<file path="src/rtl/snoop_relay_pkg.sv">
package snoop_relay_pkg;
   localparam int MSG_W = 3;

   typedef enum logic [MSG_W-1:0] {
      MSG_NONE    = 3'd0,
      MSG_RD      = 3'd1,
      MSG_MX      = 3'd2,
      MSG_RX      = 3'd3,
      MSG_DATA_UP = 3'd4,
      MSG_DONE    = 3'd5,
      MSG_MXDONE  = 3'd6,
      MSG_DATA_DN = 3'd7
   } msg_e;
endpackage

</file>
<file path="src/rtl/relay_fifo.sv">
module relay_fifo #(
   parameter int W     = 3,
   parameter int DEPTH = 2
) (
   input  logic         clk,
   input  logic         rst_n,
   input  logic         in_valid,
   input  logic [W-1:0] in_data,
   output logic         in_ready,
   output logic         out_valid,
   output logic [W-1:0] out_data,
   input  logic         out_ready
);
   localparam int CW = $clog2(DEPTH + 1);

   logic [CW-1:0] cnt;
   logic          push;
   logic          pop;

   generate
      if (DEPTH < 1) begin : g_bad_depth
         $error("relay_fifo: DEPTH must be at least 1");
      end
      if (W < 1) begin : g_bad_width
         $error("relay_fifo: W must be at least 1");
      end
   endgenerate

   assign in_ready  = (cnt != CW'(DEPTH));
   assign out_valid = (cnt != '0);
   assign push      = in_valid && in_ready;
   assign pop       = out_valid && out_ready;

   always_ff @(posedge clk or negedge rst_n) begin
      if (!rst_n) begin
         cnt <= '0;
      end else if (push && !pop) begin
         cnt <= cnt + 1'b1;
      end else if (pop && !push) begin
         cnt <= cnt - 1'b1;
      end
   end

   generate
      if (DEPTH == 1) begin : g_single
         logic [W-1:0] slot;
         always_ff @(posedge clk) begin
            if (push) begin
               slot <= in_data;
            end
         end
         assign out_data = slot;
      end else begin : g_ring
         localparam int PW = $clog2(DEPTH);
         logic [W-1:0]  mem [DEPTH];
         logic [PW-1:0] wr_ptr;
         logic [PW-1:0] rd_ptr;

         always_ff @(posedge clk or negedge rst_n) begin
            if (!rst_n) begin
               wr_ptr <= '0;
               rd_ptr <= '0;
            end else begin
               if (push) begin
                  wr_ptr <= (wr_ptr == PW'(DEPTH - 1)) ? '0 : wr_ptr + 1'b1;
               end
               if (pop) begin
                  rd_ptr <= (rd_ptr == PW'(DEPTH - 1)) ? '0 : rd_ptr + 1'b1;
               end
            end
         end

         always_ff @(posedge clk) begin
            if (push) begin
               mem[wr_ptr] <= in_data;
            end
         end

         assign out_data = mem[rd_ptr];
      end
   endgenerate

   // occupancy moves by at most one entry per clock
   p_count_step_r6: assert property (@(posedge clk) disable iff (!rst_n)
      1'b1 |=> (int'(cnt) <= int'($past(cnt)) + 1) && (int'(cnt) + 1 >= int'($past(cnt))));

   // a stalled head keeps its value
   p_hold_stable_r9: assert property (@(posedge clk) disable iff (!rst_n)
      (out_valid && !out_ready) |=> (out_valid && $stable(out_data)));
endmodule

</file>
<file path="src/rtl/relay_xlate.sv">
module relay_xlate
   import snoop_relay_pkg::*;
(
   input  logic [MSG_W-1:0] code_in,
   output logic [MSG_W-1:0] code_out,
   output logic             keep
);
   always_comb begin
      keep     = 1'b1;
      code_out = code_in;
      case (msg_e'(code_in))
         MSG_RD, MSG_MX, MSG_RX: code_out = code_in;
         MSG_DATA_UP:            code_out = MSG_DATA_DN;
         MSG_DONE:               code_out = MSG_DATA_DN;
         MSG_MXDONE:             code_out = MSG_DONE;
         default: begin
            keep     = 1'b0;
            code_out = MSG_NONE;
         end
      endcase
   end
endmodule

</file>
<file path="src/rtl/relay_rr2.sv">
module relay_rr2 #(
   parameter bit FIRST = 1'b0
) (
   input  logic       clk,
   input  logic       rst_n,
   input  logic [1:0] req,
   output logic [1:0] gnt
);
   logic prio;

   always_comb begin
      gnt = '0;
      if (req[prio]) begin
         gnt[prio] = 1'b1;
      end else if (req[~prio]) begin
         gnt[~prio] = 1'b1;
      end
   end

   always_ff @(posedge clk or negedge rst_n) begin
      if (!rst_n) begin
         prio <= FIRST;
      end else if (|gnt) begin
         prio <= gnt[0];
      end
   end

   // never more than one winner
   p_single_grant_r7: assert property (@(posedge clk) disable iff (!rst_n)
      $countones(gnt) <= 1);

   // back-to-back contests alternate
   p_rr_alt0_r7: assert property (@(posedge clk) disable iff (!rst_n)
      (req == 2'b11 && gnt == 2'b01) ##1 (req == 2'b11) |-> gnt == 2'b10);
   p_rr_alt1_r7: assert property (@(posedge clk) disable iff (!rst_n)
      (req == 2'b11 && gnt == 2'b10) ##1 (req == 2'b11) |-> gnt == 2'b01);
endmodule

</file>
<file path="src/rtl/snoop_bus_relay.sv">
module snoop_bus_relay
   import snoop_relay_pkg::*;
#(
   parameter int IN_DEPTH   = 2,
   parameter int OUT_DEPTH  = 2,
   parameter bit FIRST_PORT = 1'b0
) (
   input  logic                  clk,
   input  logic                  rst_n,
   input  logic [1:0]            up_valid,
   input  logic [1:0][MSG_W-1:0] up_msg,
   output logic [1:0]            up_ready,
   output logic [1:0]            dn_valid,
   output logic [1:0][MSG_W-1:0] dn_msg,
   input  logic [1:0]            dn_ready
);
   localparam int PORTS = 2;

   logic [1:0]            hv;
   logic [1:0]            keep;
   logic [1:0]            elig;
   logic [1:0]            gnt;
   logic [1:0]            eg_in_valid;
   logic [1:0]            eg_in_ready;
   logic [1:0][MSG_W-1:0] hd;
   logic [1:0][MSG_W-1:0] xd;

   generate
      if (IN_DEPTH < 1 || OUT_DEPTH < 1) begin : g_bad_depth
         $error("snoop_bus_relay: queue depths must be at least 1");
      end
   endgenerate

   relay_rr2 #(.FIRST(FIRST_PORT)) i_arb (
      .clk   (clk),
      .rst_n (rst_n),
      .req   (elig),
      .gnt   (gnt)
   );

   generate
      for (genvar p = 0; p < PORTS; p++) begin : g_port
         localparam int Q = PORTS - 1 - p;

         relay_fifo #(.W(MSG_W), .DEPTH(IN_DEPTH)) i_ingress (
            .clk       (clk),
            .rst_n     (rst_n),
            .in_valid  (up_valid[p]),
            .in_data   (up_msg[p]),
            .in_ready  (up_ready[p]),
            .out_valid (hv[p]),
            .out_data  (hd[p]),
            .out_ready (gnt[p])
         );

         relay_xlate i_xlate (
            .code_in  (hd[p]),
            .code_out (xd[p]),
            .keep     (keep[p])
         );

         assign elig[p]        = hv[p] && (!keep[p] || eg_in_ready[Q]);
         assign eg_in_valid[p] = gnt[Q] && keep[Q];

         relay_fifo #(.W(MSG_W), .DEPTH(OUT_DEPTH)) i_egress (
            .clk       (clk),
            .rst_n     (rst_n),
            .in_valid  (eg_in_valid[p]),
            .in_data   (xd[Q]),
            .in_ready  (eg_in_ready[p]),
            .out_valid (dn_valid[p]),
            .out_data  (dn_msg[p]),
            .out_ready (dn_ready[p])
         );

         // a kept message only crosses into a queue with room
         p_dest_space_r6: assert property (@(posedge clk) disable iff (!rst_n)
            (gnt[p] && keep[p]) |-> eg_in_ready[Q]);
      end
   endgenerate

   // reset leaves both inbound ports idle
   p_reset_idle_r8: assert property (@(posedge clk)
      !rst_n |=> dn_valid == 2'b00);
endmodule

</file>
<file path="config.mk">
export PLATFORM = sky130hd
export DESIGN_NAME = snoop_bus_relay
export DESIGN_NICKNAME = d
export VERILOG_FILES = /design/src/rtl/snoop_relay_pkg.sv /design/src/rtl/relay_fifo.sv /design/src/rtl/relay_xlate.sv /design/src/rtl/relay_rr2.sv /design/src/rtl/snoop_bus_relay.sv
export SDC_FILE = /design/constraint.sdc
export NUM_CORES = 1
export LEC_CHECK = 0
export ABC_AREA = 1
export BUFFER_PORTS_ARGS = -buffer_cell sky130_fd_sc_hd__buf_2
export CAP_MARGIN = 30
export CORE_ASPECT_RATIO = 0.9
export CORE_MARGIN = 3
export CORE_UTILIZATION = 65
export CTS_BUF_LIST = sky130_fd_sc_hd__clkbuf_8
export CTS_CLUSTER_DIAMETER = 120
export DETAILED_ROUTE_END_ITERATION = 10
export PLACE_DENSITY = 0.86
export SYNTH_ARGS = -nofsm -noshare
export SYNTH_HDL_FRONTEND = slang
export SYNTH_SLANG_ARGS = --single-unit
</file>
<file path="constraint.sdc">
create_clock -name clk -period 4.75 [get_ports clk]
set_input_delay 0 -clock clk [delete_from_list [all_inputs] [get_ports clk]]
set_output_delay 0 -clock clk [all_outputs]
set_load 0.01 [all_outputs]
</file>
Word-level counts from Yosys, hierarchy flattened. Memory sizes are Yosys's and may differ from the RTL's. Cells that the tools add are included.

Logic and storage cells: 141. Input port bits: 12. Memories kept: 4. ROM bits: 0. Memory bits (writable): 24. Register bits after elaboration: 17. Output and inout port bits: 10. Latch bits: 0.

$mul: 0. Reduce and logical (&&, ||, !) cells: 49. Shift-type cells: 0. Add/sub/neg operators: 16. Bitwise gates (word level): 1. Divide/modulo/power cells: 0. $lt $le $gt $ge: 4. Equality and inequality tests: 16. Multiplexer cells: 38.

Memories: g_port[0].i_egress.g_ring.mem (words 2, bits a word 3, read ports 1, clocked after Yosys merged registers in 0, wr ports 1, RTL line relay_fifo.sv:55) `logic [W-1:0] mem [DEPTH];`; g_port[0].i_ingress.g_ring.mem (words 2, bits a word 3, read ports 1, clocked after Yosys merged registers in 0, wr ports 1, RTL line relay_fifo.sv:55); g_port[1].i_egress.g_ring.mem (words 2, bits a word 3, read ports 1, clocked after Yosys merged registers in 0, wr ports 1, RTL line relay_fifo.sv:55); g_port[1].i_ingress.g_ring.mem (words 2, bits a word 3, read ports 1, clocked after Yosys merged registers in 0, wr ports 1, RTL line relay_fifo.sv:55).

Operators by type and width (count): 1-bit 2-to-1 mux (24); 1-bit logical AND (22); 2-bit 2-to-1 mux (10); 3-bit equality test (second input constant) (6); 3-bit one-hot mux with 3 select lines (2); 2-bit nonzero test (8); 3-bit by 2-bit equality test with 1-bit output (second input constant) (4); 6-bit OR reduction (2); 1-bit zero test (10); 1-bit adder (second input constant) (8); 2-bit by 1-bit adder with 2-bit output (second input constant) (4); 2-bit inequality test (second input constant) (4); 2-bit by 1-bit subtractor with 2-bit output (second input constant) (4); 3-bit by 1-bit equality test with 1-bit output (second input constant) (2); 2-bit OR reduction (3); 3-bit OR reduction (2); 1-bit by 2-bit less-than comparator with 1-bit output (second input constant) (2); 1-bit demux with 1-bit select (2); 1-bit >= comparator (second input constant) (2); 1-bit logical OR (2); 1-bit inverter (1).

Depth between registers and ports, before layout. An unclocked memory read counts as a cell.

Depth after elaboration: 17. Mapped depth: 16. Depth with buffers taken out: 16.

Modules after synthesis. Synthesis repeated with hierarchy kept, for this count alone.

Cells, all modules: 223. Area, all modules: 2050.7 sq um.

Modules (own cells, without submodules): relay_fifo (instances 4, sequential area each 280.3 sq um, area each 459.2 sq um, cells each 44); relay_xlate (instances 2, sequential area each 0.0 sq um, area each 51.3 sq um, cells each 13); relay_rr2 (instances 1, sequential area each 25.0 sq um, area each 63.8 sq um, cells each 11); snoop_bus_relay (instances 1, sequential area each 0.0 sq um, area each 47.5 sq um, cells each 10).

Least setup slack after synthesis. OpenSTA, ideal clock, no wires.

Path kind: reg2reg. Start: register g_port[0].i_ingress.g_ring.rd_ptr. End: register g_port[0].i_egress.cnt[1]. Stages on the path, launching flop included: 16. Library setup time: 131 ps. Path slack: 2755 ps. Period minus slack after synthesis: 1995 ps. Data arrival time: 1865 ps. Cells stage by stage: dfrtp_1 > buf_6 > clkinv_4 > nand2_1 > nand2_1 > nand2_2 > nand2_2 > nand2_4 > a21oi_4 > nand2_4 > nand3_1 > inv_1 > ha_1 > a21oi_1 > o21ai_0 > xor2_1.

Cells in the longest elaborated chain, start to end: 16. Elaborated cells between the ends (all ways): 25. Classes of those cells: eq/ne: 6; mux: 8; reduce/logical: 10; memory: 1.

Ends and longest elaborated chain: from (decl) (RTL line relay_fifo.sv:57) `logic [PW-1:0] rd_ptr;`; from (signal assigned) (RTL line relay_fifo.sv:68) `rd_ptr <= (rd_ptr == PW'(DEPTH - 1)) ? '0 : rd_ptr + 1'b1;`; memory 2 x 3 bit (*); 3-bit by 1-bit equality test with 1-bit output (tied with other cells) (RTL line relay_xlate.sv:11) `case (msg_e'(code_in))`; 6-bit OR reduction (no source line) (*); 1-bit 2-to-1 mux (*) (RTL line relay_xlate.sv:11); 1-bit zero test (*) (RTL line snoop_bus_relay.sv:62) `assign elig[p] = hv[p] && (!keep[p] || eg_in_ready[Q]);`; 1-bit logical OR (*) (RTL line snoop_bus_relay.sv:62); 1-bit logical AND (*) (RTL line snoop_bus_relay.sv:62); 1-bit 2-to-1 mux (not written as such) (2 in series) (RTL line relay_rr2.sv:15) `end else if (req[~prio]) begin`; 2-bit 2-to-1 mux (RTL line relay_rr2.sv:15); 2-bit 2-to-1 mux (*) (RTL line relay_rr2.sv:13) `if (req[prio]) begin`; 1-bit logical AND (*) (RTL line snoop_bus_relay.sv:63) `assign eg_in_valid[p] = gnt[Q] && keep[Q];`; 1-bit logical AND (*) (RTL line relay_fifo.sv:31) `assign push = in_valid && in_ready;`; net g_port[0].i_egress.push (RTL line relay_fifo.sv:17) `logic push;`; 1-bit zero test (RTL line relay_fifo.sv:39) `end else if (pop && !push) begin`; 1-bit logical AND (RTL line relay_fifo.sv:39); 2-bit nonzero test (no source line); to (signal assigned) (RTL line relay_fifo.sv:38) `cnt <= cnt + 1'b1;`; to (signal assigned) (RTL line relay_fifo.sv:40) `cnt <= cnt - 1'b1;`; to (decl) (RTL line relay_fifo.sv:16) `logic [CW-1:0] cnt;`.

The timed path passes the listed nets; every way through them passes the cells marked *. The select of a mux whose other input is x is not followed. A chain may end at the register's enable or synchronous reset.

Final worst setup path.
Start: register g_port[0].i_ingress.g_ring.rd_ptr. End: register g_port[1].i_egress.cnt[1].

Cells in the longest elaborated chain, start to end: 16. Elaborated cells between the ends (all ways): 25. Classes of those cells: eq/ne: 6; mux: 8; reduce/logical: 10; memory: 1.

Ends and longest elaborated chain (RTL line): memory 2 x 3 bit (*); 3-bit by 1-bit equality test with 1-bit output (tied with other cells) (relay_xlate.sv:11); 6-bit OR reduction (no source line) (*); 1-bit 2-to-1 mux (*) (relay_xlate.sv:11); 1-bit zero test (snoop_bus_relay.sv:62); 1-bit logical OR (snoop_bus_relay.sv:62); 1-bit logical AND (snoop_bus_relay.sv:62); 1-bit 2-to-1 mux (not written as such) (2 in series) (relay_rr2.sv:15); 2-bit 2-to-1 mux (relay_rr2.sv:15); 2-bit 2-to-1 mux (relay_rr2.sv:13); 1-bit logical AND (*) (snoop_bus_relay.sv:63); 1-bit logical AND (*) (relay_fifo.sv:31); net g_port[1].i_egress.push (relay_fifo.sv:17); 1-bit zero test (relay_fifo.sv:39); 1-bit logical AND (relay_fifo.sv:39); 2-bit nonzero test (no source line); to (signal assigned) (relay_fifo.sv:38); to (signal assigned) (relay_fifo.sv:40); to (decl) (relay_fifo.sv:16).

Marked as above.

==> reports/results.txt <==
Clk Latency, worst-skew pair = 0.29 ns
diode count = 0
number of global-route vias before repair = 1,314
pin count of the biggest net entering global routing = 18
worst vdd ir = 0.469 mV
Vias/cell = 4.77
CTS Buf Count = 5
Remaining Overflow, GRT = 0
Yosys top cell by area = edfxtp_1
Post-Synth Simple-Gate Area = 20.9%
r2r endpoint = g_port[1].i_egress.cnt[1]$_DFFE_PN0P_
first-pass GRT wire length = 5520 um
fmax = 436 MHz
final worst setup slack = 2.46 ns
post-synthesis xor/xnor area fraction = 5.28%
minimum clock period = 2.29 ns
post-synthesis sequential area ratio = 58.2%
final setup skew = 0.0113 ns
Net Count, Synth = 219
CP endpoint = g_port[1].i_egress.cnt[1]$_DFFE_PN0P_
Area Growth Syn to Fin = 13.7%
Global Route Usage Sum = 19.9%
die width = 64 um
layout cells sized above 1 = 21.0%
CP Capture Type = register
initial antenna violation count = 0
PD cells = 779 mW/mm^2
die area = 0.00372 sq mm
initial DRC count = 57
Die Y-Extent = 58.2 um
final net count = 249
Setup violations, final = 0
Slew HR = 73.5%
Synth top area share = 36.6%
nature of the critical path startpoint = register
final antenna-violating net count = 0
number of cell rows = 18
Compound-Gate Fraction of Synth Area = 4.58%
crit path DAT = 2.45 ns
PortBufs = 21
start point of the critical path = g_port[0].i_ingress.g_ring.rd_ptr$_DFFE_PN0P_
Detailed Place HPWL = 2400 um
main combinational cell family by area after synthesis = simple AND/OR/NAND/NOR gates
total number of vias = 1,301
routed wire length per instance = 11.7 um
Seq cells post-synth = 41
outcome = completed
critical path peak fanout = 8
Tightest Hold Check Type = input pin to register
number of fill cells = 181
worst slew pin tran = 0.397 ns
Synth Area in Adders = 2.54%
most common cell after layout, fill and taps aside = nand2_1
TritonRoute pass-1 iters = 4
Avg Cell Area, Syn = 9.70 sq um
Resized cells post-CTS = 0
core footprint = 0.00282 sq mm
Clk pin slew, worst setup/hold paths = 0.08 ns
met2 usage = 35.9%
CP required = 4.90 ns
Mapped Area = 0.00197 sq mm
met3 usage = 6.40%
fin crit share = 48.3%
worst slack, placed = 2.48 ns
Synth area leaders = edfxtp_1 (37%), dfrtp_1 (22%), nand2_1 (12%), inv_1 (5.1%), nand2_2 (3.5%)
Crit Path Class = register to register
grt met1 use = 22.8%
Max Root-Sink Buffers = 2
synth warn = 0
IO Count = 22
CTS tree = done
setup tns final = 0 ns
H-tree depth = 2
max cap viols = 0
final WL = 3200 um
most frequent cells in the layout = nand2_1 (64), inv_1 (28), edfxtp_1 (24)
max-slew violations = 0
RR Startpoint = g_port[0].i_ingress.g_ring.rd_ptr$_DFFE_PN0P_
Netlist cell types = 22
RSZ-0062 raised after global routing = no
Gate Count Post-Synth = 203
Initial Utilization = 69.9%
# clock sinks = 41
mux share of post-synthesis cell area = 0%
Pleak = 1.11 nW
Final Hold Vio Count = 0
R2R setup slack = 2.46 ns
Clock Root Buffer = clkbuf_8
GP Congestion = 0.762
residual DRC count = 0
R2R depth = 15
gr busiest metal = met2
critical path, cell delays in order, from the launching register on:
cell and delay [ns]:
dfrtp_1 0.52, clkinv_4 0.12, nand2_1 0.08, nand2_1 0.09, nand2_2 0.09, nand2_2 0.07, nand2_4 0.09, a21oi_4 0.07
nand2_4 0.10, nand2_4 0.07, nand2_2 0.07, inv_1 0.05, ha_1 0.29, a21oi_1 0.14, o21ai_0 0.15, xor2_1 0.17
state kept, by name, summed over array words and instances, names as in the netlist:
name,cells
g_port.i_egress.cnt,4
g_port.i_ingress.g_ring.mem,12
g_port.i_egress.g_ring.rd_ptr,2
g_port.i_ingress.cnt,4
g_port.i_ingress.g_ring.rd_ptr,2
g_port.i_egress.g_ring.wr_ptr,2
i_arb.prio,1
g_port.i_egress.g_ring.mem,12
g_port.i_ingress.g_ring.wr_ptr,2
synth_stat cells:
| cell type | instances |
|---|---|
| a21oi_1 | 5 |
| a21oi_4 | 1 |
| buf_4 | 4 |
| buf_6 | 1 |
| clkinv_4 | 1 |
| dfrtp_1 | 17 |
| edfxtp_1 | 24 |
| ha_1 | 4 |
| inv_1 | 27 |
| inv_2 | 4 |
| nand2_1 | 64 |
| nand2_2 | 11 |
| nand2_4 | 3 |
| nand3_1 | 2 |
| nand4_1 | 1 |
| nor2_1 | 14 |
| o21ai_0 | 5 |
| o21ai_1 | 3 |
| o21ai_2 | 1 |
| xnor2_1 | 5 |
| xor2_1 | 5 |
| xor2_2 | 1 |
cell type report:
class | instances | area [sq um] | share of cell area, %
multi-input combinational | 125 | 656 | 29.3
timing repair buffer | 28 | 175 | 7.83
tap | 40 | 50.0 | 2.24
clock buffer | 6 | 82.6 | 3.69
sequential | 41 | 1150 | 51.2
inverter | 32 | 125 | 5.59
clock inverter | 1 | 3.75 | 0.168
worst min path at each step:
stage	start	to	depth (start not counted)
global placement	rst_n	g_port[0].i_egress.g_ring.rd_ptr$_DFFE_PN0P_	1
global route	dn_ready[1]	g_port[1].i_egress.g_ring.rd_ptr$_DFFE_PN0P_	3
finish	dn_ready[0]	g_port[0].i_egress.g_ring.rd_ptr$_DFFE_PN0P_	3
detailed placement	rst_n	g_port[0].i_egress.g_ring.rd_ptr$_DFFE_PN0P_	1
CTS	dn_ready[1]	g_port[1].i_egress.g_ring.rd_ptr$_DFFE_PN0P_	3
floorplan	rst_n	g_port[0].i_egress.cnt[0]$_DFFE_PN0P_	0
layer usage:
layer	up-vias	part of all wire [%]	wire, um
li1	682	-	-
met1	592	45	1450
met2	25	50	1590
met3	2	4.6	148
met4	0	0.44	14
met5	-	0	0
logic make-up after synthesis:
kind of cell | Yosys count
AOI/OAI and AO/OA | 15
DFF | 41
buffers and inverters | 37
and+or+nand+nor | 95
xor gates and xnor gates | 11
adders and majority gates | 4
power by group:
part / switching, mW / internal, mW / leakage, nW
Combinational: 0.534 / 0.325 / 0.645
Sequential: 0.0864 / 0.577 / 0.421
Clock: 0.108 / 0.113 / 0.0485
repair_timing:
item | 4_1_cts | 5_1_grt
hold endpoints to repair | 29 | 0
hold buffers | 7 | 0
buffers inserted | 0 | 0
metrics by stage:
step	cells	hold WS, ns	power [mW]	cell area [sq um]	util [%]
final	273	0.00190	1.74	2240	79.5
after global routing	273	0.00478	1.90	2240	79.5
after CTS	273	0.00376	1.75	2240	79.5
after detailed placement	259	-0.0505	1.52	2080	74.0
after global placement	259	-0.0634	1.45	2080	74.0
after floorplan	203	-0.296	1.35	1970	-
Power figures use the tool's default switching activity.
